`src/rtl/synth_prog_pkg.sv`:
```
package synth_prog_pkg;
  localparam int GC_W = 2;

  typedef enum logic [GC_W-1:0] {
    GRP_CTRL = 2'b00,
    GRP_CH1  = 2'b01,
    GRP_CH2  = 2'b10,
    GRP_REF  = 2'b11
  } grp_e;

  function automatic logic maj3(input logic [2:0] s);
    return (s[0] & s[1]) | (s[0] & s[2]) | (s[1] & s[2]);
  endfunction
endpackage

```
`src/rtl/line_filter.sv`:
```
module line_filter #(
  parameter int SYNC_STAGES = 2
) (
  input  logic clk,
  input  logic rst_n,
  input  logic din,
  output logic dout
);
  import synth_prog_pkg::*;

  logic [SYNC_STAGES-1:0] chain;
  logic [2:0]             hist;

  always_ff @(posedge clk or negedge rst_n) begin
    if (!rst_n) begin
      chain <= '0;
      hist  <= '0;
      dout  <= 1'b0;
    end else begin
      chain <= {chain[SYNC_STAGES-2:0], din};
      hist  <= {hist[1:0], chain[SYNC_STAGES-1]};
      dout  <= maj3(hist);
    end
  end
endmodule

```
`src/rtl/frame_shifter.sv`:
```
module frame_shifter #(
  parameter int SR_W = 19
) (
  input  logic            clk,
  input  logic            rst_n,
  input  logic            shift,
  input  logic            din,
  output logic [SR_W-1:0] sr
);
  always_ff @(posedge clk or negedge rst_n) begin
    if (!rst_n)     sr <= '0;
    else if (shift) sr <= {sr[SR_W-2:0], din};
  end
endmodule

```
`src/rtl/reg_bank.sv`:
```
module reg_bank #(
  parameter int CH_W   = 17,
  parameter int REF_W  = 12,
  parameter int CTRL_W = 4,
  parameter int SR_W   = 19
) (
  input  logic              clk,
  input  logic              rst_n,
  input  logic              latch,
  input  logic [SR_W-1:0]   sr,
  output logic [CTRL_W-1:0] ctrl_q,
  output logic [CH_W-1:0]   ch1_q,
  output logic [CH_W-1:0]   ch2_q,
  output logic [REF_W-1:0]  ref_q,
  output logic              ctrl_upd,
  output logic              ch1_upd,
  output logic              ch2_upd,
  output logic              ref_upd
);
  import synth_prog_pkg::*;

  grp_e grp;
  assign grp = grp_e'(sr[GC_W-1:0]);

  always_ff @(posedge clk or negedge rst_n) begin
    if (!rst_n) begin
      ctrl_q   <= '0;
      ch1_q    <= '0;
      ch2_q    <= '0;
      ref_q    <= '0;
      ctrl_upd <= 1'b0;
      ch1_upd  <= 1'b0;
      ch2_upd  <= 1'b0;
      ref_upd  <= 1'b0;
    end else begin
      ctrl_upd <= 1'b0;
      ch1_upd  <= 1'b0;
      ch2_upd  <= 1'b0;
      ref_upd  <= 1'b0;
      if (latch) begin
        unique case (grp)
          GRP_CTRL: begin
            ctrl_q   <= sr[GC_W+CTRL_W-1:GC_W];
            ctrl_upd <= 1'b1;
          end
          GRP_CH1: begin
            ch1_q   <= sr[GC_W+CH_W-1:GC_W];
            ch1_upd <= 1'b1;
          end
          GRP_CH2: begin
            ch2_q   <= sr[GC_W+CH_W-1:GC_W];
            ch2_upd <= 1'b1;
          end
          GRP_REF: begin
            ref_q   <= sr[GC_W+REF_W-1:GC_W];
            ref_upd <= 1'b1;
          end
          default: ;
        endcase
      end
    end
  end
endmodule

```
`src/rtl/order_guard.sv`:
```
module order_guard (
  input  logic clk,
  input  logic rst_n,
  input  logic ctrl_upd,
  input  logic ref_upd,
  input  logic ch_upd,
  output logic order_err
);
  logic ctrl_seen, ref_seen;

  always_ff @(posedge clk or negedge rst_n) begin
    if (!rst_n) begin
      ctrl_seen <= 1'b0;
      ref_seen  <= 1'b0;
      order_err <= 1'b0;
    end else begin
      if (ctrl_upd) ctrl_seen <= 1'b1;
      if (ref_upd)  ref_seen  <= 1'b1;
      if (ch_upd && !(ctrl_seen && ref_seen)) order_err <= 1'b1;
    end
  end
endmodule

```
`src/rtl/synth_prog_port.sv`:
```
module synth_prog_port #(
  parameter int CH_W        = 17,
  parameter int REF_W       = 12,
  parameter int CTRL_W      = 4,
  parameter int SYNC_STAGES = 2
) (
  input  logic              clk,
  input  logic              rst_n,
  input  logic              ser_clk,
  input  logic              ser_data,
  input  logic              ser_en,
  output logic [CTRL_W-1:0] ctrl_word,
  output logic [CH_W-1:0]   ch1_ratio,
  output logic [CH_W-1:0]   ch2_ratio,
  output logic [REF_W-1:0]  ref_ratio,
  output logic              ctrl_upd,
  output logic              ch1_upd,
  output logic              ch2_upd,
  output logic              ref_upd,
  output logic              order_err
);
  import synth_prog_pkg::*;

  localparam int SR_W  = CH_W + GC_W;
  localparam int LINES = 3;
  localparam int L_CLK = 0;
  localparam int L_DAT = 1;
  localparam int L_EN  = 2;

  logic [LINES-1:0] raw, filt;
  logic             clk_prev, en_prev;
  logic             clk_rise, en_rise;
  logic [SR_W-1:0]  sr;

  assign raw = {ser_en, ser_data, ser_clk};

  for (genvar g = 0; g < LINES; g++) begin : g_line
    line_filter #(.SYNC_STAGES(SYNC_STAGES)) u_filt (
      .clk  (clk),
      .rst_n(rst_n),
      .din  (raw[g]),
      .dout (filt[g])
    );
  end

  always_ff @(posedge clk or negedge rst_n) begin
    if (!rst_n) begin
      clk_prev <= 1'b0;
      en_prev  <= 1'b0;
    end else begin
      clk_prev <= filt[L_CLK];
      en_prev  <= filt[L_EN];
    end
  end

  assign clk_rise = filt[L_CLK] & ~clk_prev & ~filt[L_EN];
  assign en_rise  = filt[L_EN] & ~en_prev;

  frame_shifter #(.SR_W(SR_W)) u_shift (
    .clk  (clk),
    .rst_n(rst_n),
    .shift(clk_rise),
    .din  (filt[L_DAT]),
    .sr   (sr)
  );

  reg_bank #(
    .CH_W(CH_W), .REF_W(REF_W), .CTRL_W(CTRL_W), .SR_W(SR_W)
  ) u_bank (
    .clk     (clk),
    .rst_n   (rst_n),
    .latch   (en_rise),
    .sr      (sr),
    .ctrl_q  (ctrl_word),
    .ch1_q   (ch1_ratio),
    .ch2_q   (ch2_ratio),
    .ref_q   (ref_ratio),
    .ctrl_upd(ctrl_upd),
    .ch1_upd (ch1_upd),
    .ch2_upd (ch2_upd),
    .ref_upd (ref_upd)
  );

  order_guard u_order (
    .clk      (clk),
    .rst_n    (rst_n),
    .ctrl_upd (ctrl_upd),
    .ref_upd  (ref_upd),
    .ch_upd   (ch1_upd | ch2_upd),
    .order_err(order_err)
  );
endmodule

```
`config.mk`:
```
export PLATFORM = sky130hd
export DESIGN_NAME = synth_prog_port
export DESIGN_NICKNAME = d
export VERILOG_FILES = /design/src/rtl/synth_prog_pkg.sv /design/src/rtl/line_filter.sv /design/src/rtl/frame_shifter.sv /design/src/rtl/reg_bank.sv /design/src/rtl/order_guard.sv /design/src/rtl/synth_prog_port.sv
export SDC_FILE = /design/constraint.sdc
export NUM_CORES = 1
export LEC_CHECK = 0
export BUFFER_PORTS_ARGS = -buffer_cell sky130_fd_sc_hd__buf_2
export CAP_MARGIN = 0
export CORE_UTILIZATION = 38
export DETAILED_ROUTE_END_ITERATION = 6
export GPL_TIMING_DRIVEN = 0
export PLACE_DENSITY_LB_ADDON = 0.05
export SYNTH_ARGS = -nofsm -noshare
export SYNTH_HDL_FRONTEND = slang
export SYNTH_HIERARCHICAL = 1
export SYNTH_SLANG_ARGS = --single-unit
```
`constraint.sdc`:
```
create_clock -name clk -period 1.75 [get_ports clk]
set_input_delay 0.2625 -clock clk [delete_from_list [all_inputs] [get_ports clk]]
set_output_delay 0.2625 -clock clk [all_outputs]
set_load 0.03 [all_outputs]
```
==> reports/metrics.sh <==
SYNTH.AREA.MUX_SHARE_PCT=25.80
FLOORPLAN.DIE_AREA_UM2=9732
GRT_UTIL_MET3_PCT=4.752
FIRST_DRT_ITERATION_DRCS=68
TIMING.CRITICAL_PATH.CELLS='nor2b_2 > nor3b_4 > mux2_2'
YS_SEQ_AREA_SHARE_PCT=67.68
SYNTH_COMPOUND_AREA_SHARE_PCT=0.2115
FINAL_ANTENNA_NET_COUNT=0
TIMING.CRITICAL_PATH.REQUIRED_PS=1990
TIMING.SETUP.CRITICAL_PATH_CLASS='reg -> reg'
SYNTH_TOP_CELL_AREA_SHARE_PCT=67.68
ACCUMULATED_NEGATIVE_SETUP_SLACK_PS=0
TIMING.CRITICAL_PATH.SLOWEST_STAGE_CELL='sky130_fd_sc_hd__nor3b_4'
TRITONCTS.NUM_BUFFERS=9
NUMBER_OF_DISTINCT_LIBRARY_CELLS_AFTER_SYNTHESIS=16
IO_BUFFER_COUNT=59
NUMBER_OF_VIAS_IN_THE_ROUTED_LAYOUT=1747
GLOBALROUTE.BUSIESTLAYER='met2'
INITIAL_UTILIZATION_PCT=39.92
GROUTE.LAYER.MET1.USAGE_PCT=18.66
PWR_DENS_nW_PER_UM2=1345
SYN-MEAN-INSTANCE-AREA_UM2=18.98
VDD_DROP_MAX_V=0.0008578
CLOCKROOTBUFFER='sky130_fd_sc_hd__clkbuf_8'
POWER_SWITCHING_SHARE_PCT=31.49
CLOCK_INSERTION_DELAY_AT_THE_LATER_PIN_OF_THE_SKEW_REPORT_PS=350
REG2REG_SETUP_SLACK_PS=110
POST-DP-HPWL_MM=3.711
SYNTH_TOP_CELLS_BY_AREA='sky130_fd_sc_hd__dfrtp_1 (68%), sky130_fd_sc_hd__mux2_4 (16%), sky130_fd_sc_hd__mux2_2 (10%)'
SYNTH_XOR_AREA_SHARE_PCT=0
PRECTSSETUPSLACK_PS=-74.04
GLOBALROUTEOVERFLOWTOTAL=0
H_TREE_LEVEL_COUNT=3
FIRST_GLOBAL_VIAS=1794
CTS.CLK_SLEW.WORST_PATHS_PS=90
MAXIMUM_FANOUT_COUNT_ALONG_THE_CRITICAL_PATH=5
INSERTEDDIODECOUNT=0
STATIC-LEAKAGE-POWER_nW=2.316
LARGEST_NET_DEGREE_AT_THE_START_OF_GLOBAL_ROUTING=69
FP.DIEW_UM=98.65
POST-ROUTE-UTIL_PCT=47.90
FINALHOLDVIOLATIONS=0
DRT-PASS1-ITER-COUNT=3
YOSYS.AREA_SHARE.ADDER_PCT=0.9517
INTERNAL_POWER_W=0.003925
DRIVE_GT1_SHARE_PCT=59.18
NUMBER_OF_NETS_IN_THE_LAYOUT=267
SEQPWRFRAC_PCT=50.0
FINCLKSKEW_PS=5.966
SYN_AREA_UM2=3550
POWER.SHARE.CLOCK_PCT=25.8
POSTSYNTHCELLCOUNT=187
SYNTH.NET_COUNT=192
MIN_PERIOD_OVER_PERIOD_PCT=93.74
YOSYSWARNINGS=6
POWER_SWITCHING_W=0.001804
POST-ROUTE-DRC-COUNT=0
WORST_PATH_LARGEST_CELL_DELAY_PS=430
OUTCOME='completed'
BOUNDARY_PIN_COUNT=60
SYN_TO_FINAL_GROWTH_PCT=19.99
SYNTH_AREA_LEADER_CELL='sky130_fd_sc_hd__dfrtp_1'
DRT-WIRELENGTH-PER-CELL_UM=15.74
WORST_SLEW_PIN_SLEW_PS=394.3
TIMING.FMAX_GHz=0.6096
CORE.ROWCOUNT=34
TIMING.FINAL.CRIT_PERIOD_PS=1640
GLOBALPLACE.CONGESTION=0.6309
CTS_TREE='built'
POST_DRT_VIA_CELL_RATIO=4.659
SYNTH_TOP_FAMILY_BY_AREA='multiplexers'
TIMING.CRITICAL_PATH.MAX_DELAY_FAMILY='simple AND/OR/NAND/NOR gates'
GLOBAL_ROUTE.USAGE.MET2_PCT=19.72
MAXCAPVIOLATIONS=0
TOTAL_WIRE_LENGTH_MM=5.903
CLOCK_SINKS=96
GROUTE.USAGE.OVERALL_PCT=13.31
TIMING.MAX_SLEW.REL_SLACK_PCT=73.71
HP-CLASS='reg -> reg'
SYNTH_SIMPLE_GATE_AREA_SHARE_PCT=3.102
DIE_H_UM=98.65
COMB_POWER_SHARE_PCT=24.3
SLEW_VIOL_FINAL=0
START_KIND='flop'
SYNTH-SEQ-CELLS=96
CORE_UM2=8891
ANTENNA_FOUND_INITIAL=0
GRT_PASS1_WL_MM=9.763
CP.BUFFERS_INVERTERS=0
FINALWORSTSETUPSLACK_PS=109.6
CRITICAL_PATH_ARRIVAL_PS=1880
SETUP-VIOLATIONS-FINAL=0
GRT_SETUP_UNREPAIRED='no'
SETUP.WORST_PATH.END_CLASS='flop'
MAX-CLOCK-PATH-BUFFERS=2
-- per-stage QoR --
stage	hold WS (ps)	power (W)	cells	area, µm²
4_1_cts	360.7	0.005832	375	4259
3_5_place_dp	222.5	0.004314	355	4010
3_3_place_gp	335.2	0.004292	354	3980
2_1_floorplan	-33.09	0.003876	187	3550
6_report	355.7	0.005729	375	4259
5_1_grt	365.0	0.006039	375	4259
-- cell usage after synthesis, drive strengths merged --
master,count
or2,3
nor3b,2
mux2,69
nand3,1
inv,3
buf,5
dfrtp,96
nand2,1
a21o,1
nand3b,2
maj3,3
nor2b,1
-- state kept, by name (all words and copies together) (netlist names) --
signal / count
u_shift/sr: 19
u_bank/ch1_q: 17
u_bank/ch2_q: 17
u_bank/ref_q: 12
g_line.u_filt/hist: 9
g_line.u_filt/chain: 6
u_bank/ctrl_q: 4
g_line.u_filt/dout: 3
clk_prev: 1
en_prev: 1
u_bank/ch1_upd: 1
u_bank/ch2_upd: 1
u_bank/ctrl_upd: 1
u_bank/ref_upd: 1
u_order/ctrl_seen: 1
u_order/order_err: 1
u_order/ref_seen: 1
-- worst paths after layout --
kind / from / endpoint / depth (start not counted)
worst max register to register: g_line[2].u_filt/dout$_DFF_PN0_ / u_bank/ctrl_q[1]$_DFFE_PN0P_ / 3
worst min-delay path: g_line[0].u_filt/chain[0]$_DFF_PN0_ / g_line[0].u_filt/chain[1]$_DFF_PN0_ / 0
min in group asynchronous: rst_n / u_bank/ch2_q[10]$_DFFE_PN0P_ / 2
max in group asynchronous: rst_n / u_bank/ch1_q[2]$_DFFE_PN0P_ / 3
worst min register to register: g_line[0].u_filt/chain[0]$_DFF_PN0_ / g_line[0].u_filt/chain[1]$_DFF_PN0_ / 0
worst max-delay path: g_line[2].u_filt/dout$_DFF_PN0_ / u_bank/ctrl_q[1]$_DFFE_PN0P_ / 3
-- worst reg2reg max path, delay by kind of cell (launching register included) --
kind | cells | cell delay (ps)
multiplexers | 1 | 380
AND/OR/NAND/NOR | 2 | 770
flip-flops | 1 | 380
-- cell usage in the layout (no fill, tap or decap), drive strengths merged --
| master | instances |
|---|---|
| dfrtp | 96 |
| mux2 | 69 |
| buf | 65 |
| clkbuf | 12 |
| dlygate4sd3 | 4 |
| inv | 4 |
| or2 | 3 |
| maj3 | 3 |
| nand3b | 2 |
| nor3b | 2 |
| nor2b | 1 |
| clkinv | 1 |
| clkinvlp | 1 |
| bufinv | 1 |
| nand3 | 1 |
| nand2 | 1 |
| a21o | 1 |
-- cell type report --
cell class | instances | area (µm²)
repair buffers | 64 | 365.4
flip-flops and latches | 96 | 2402
inverters | 3 | 11.26
fillers | 800 | 4632
multi-input cells | 83 | 1070
clock inverters | 4 | 51.30
well taps | 108 | 135.1
plain buffers | 5 | 68.82
clock buffers | 12 | 155.1
-- timing repair --
action | CTS | global route
resized for setup | 1 | 0
hold endpoints to repair | 31 | 0
hold buffers | 4 | 0
endpoints found under the setup margin | 31 | 0
setup buffers | 0 | 0
-- power groups by stage --
stage / clock network [W] / registers (W) / logic (W)
floorplan: 0 / 0.00332 / 0.000552
global placement: 0 / 0.00292 / 0.00138
detailed placement: 0 / 0.00291 / 0.00140
CTS: 0.00154 / 0.00287 / 0.00141
global route: 0.00163 / 0.00293 / 0.00148
finish: 0.00148 / 0.00286 / 0.00139
-- kinds of logic (layout without fill, tap and decap cells) --
kind of cell	after synthesis	in the layout
buf+inv	8	88
flops	96	96
compound gates	1	1
fa+ha+maj	3	3
simple gates	10	10
mux	69	69
-- per-layer routing --
metal / part of all wire, % / routed length, µm
met1: 49 / 2876
met2: 46 / 2733
met3: 4.0 / 235
met4: 0.98 / 58
met5: 0 / 0
No activity file was read; power rests on OpenSTA's default activity.
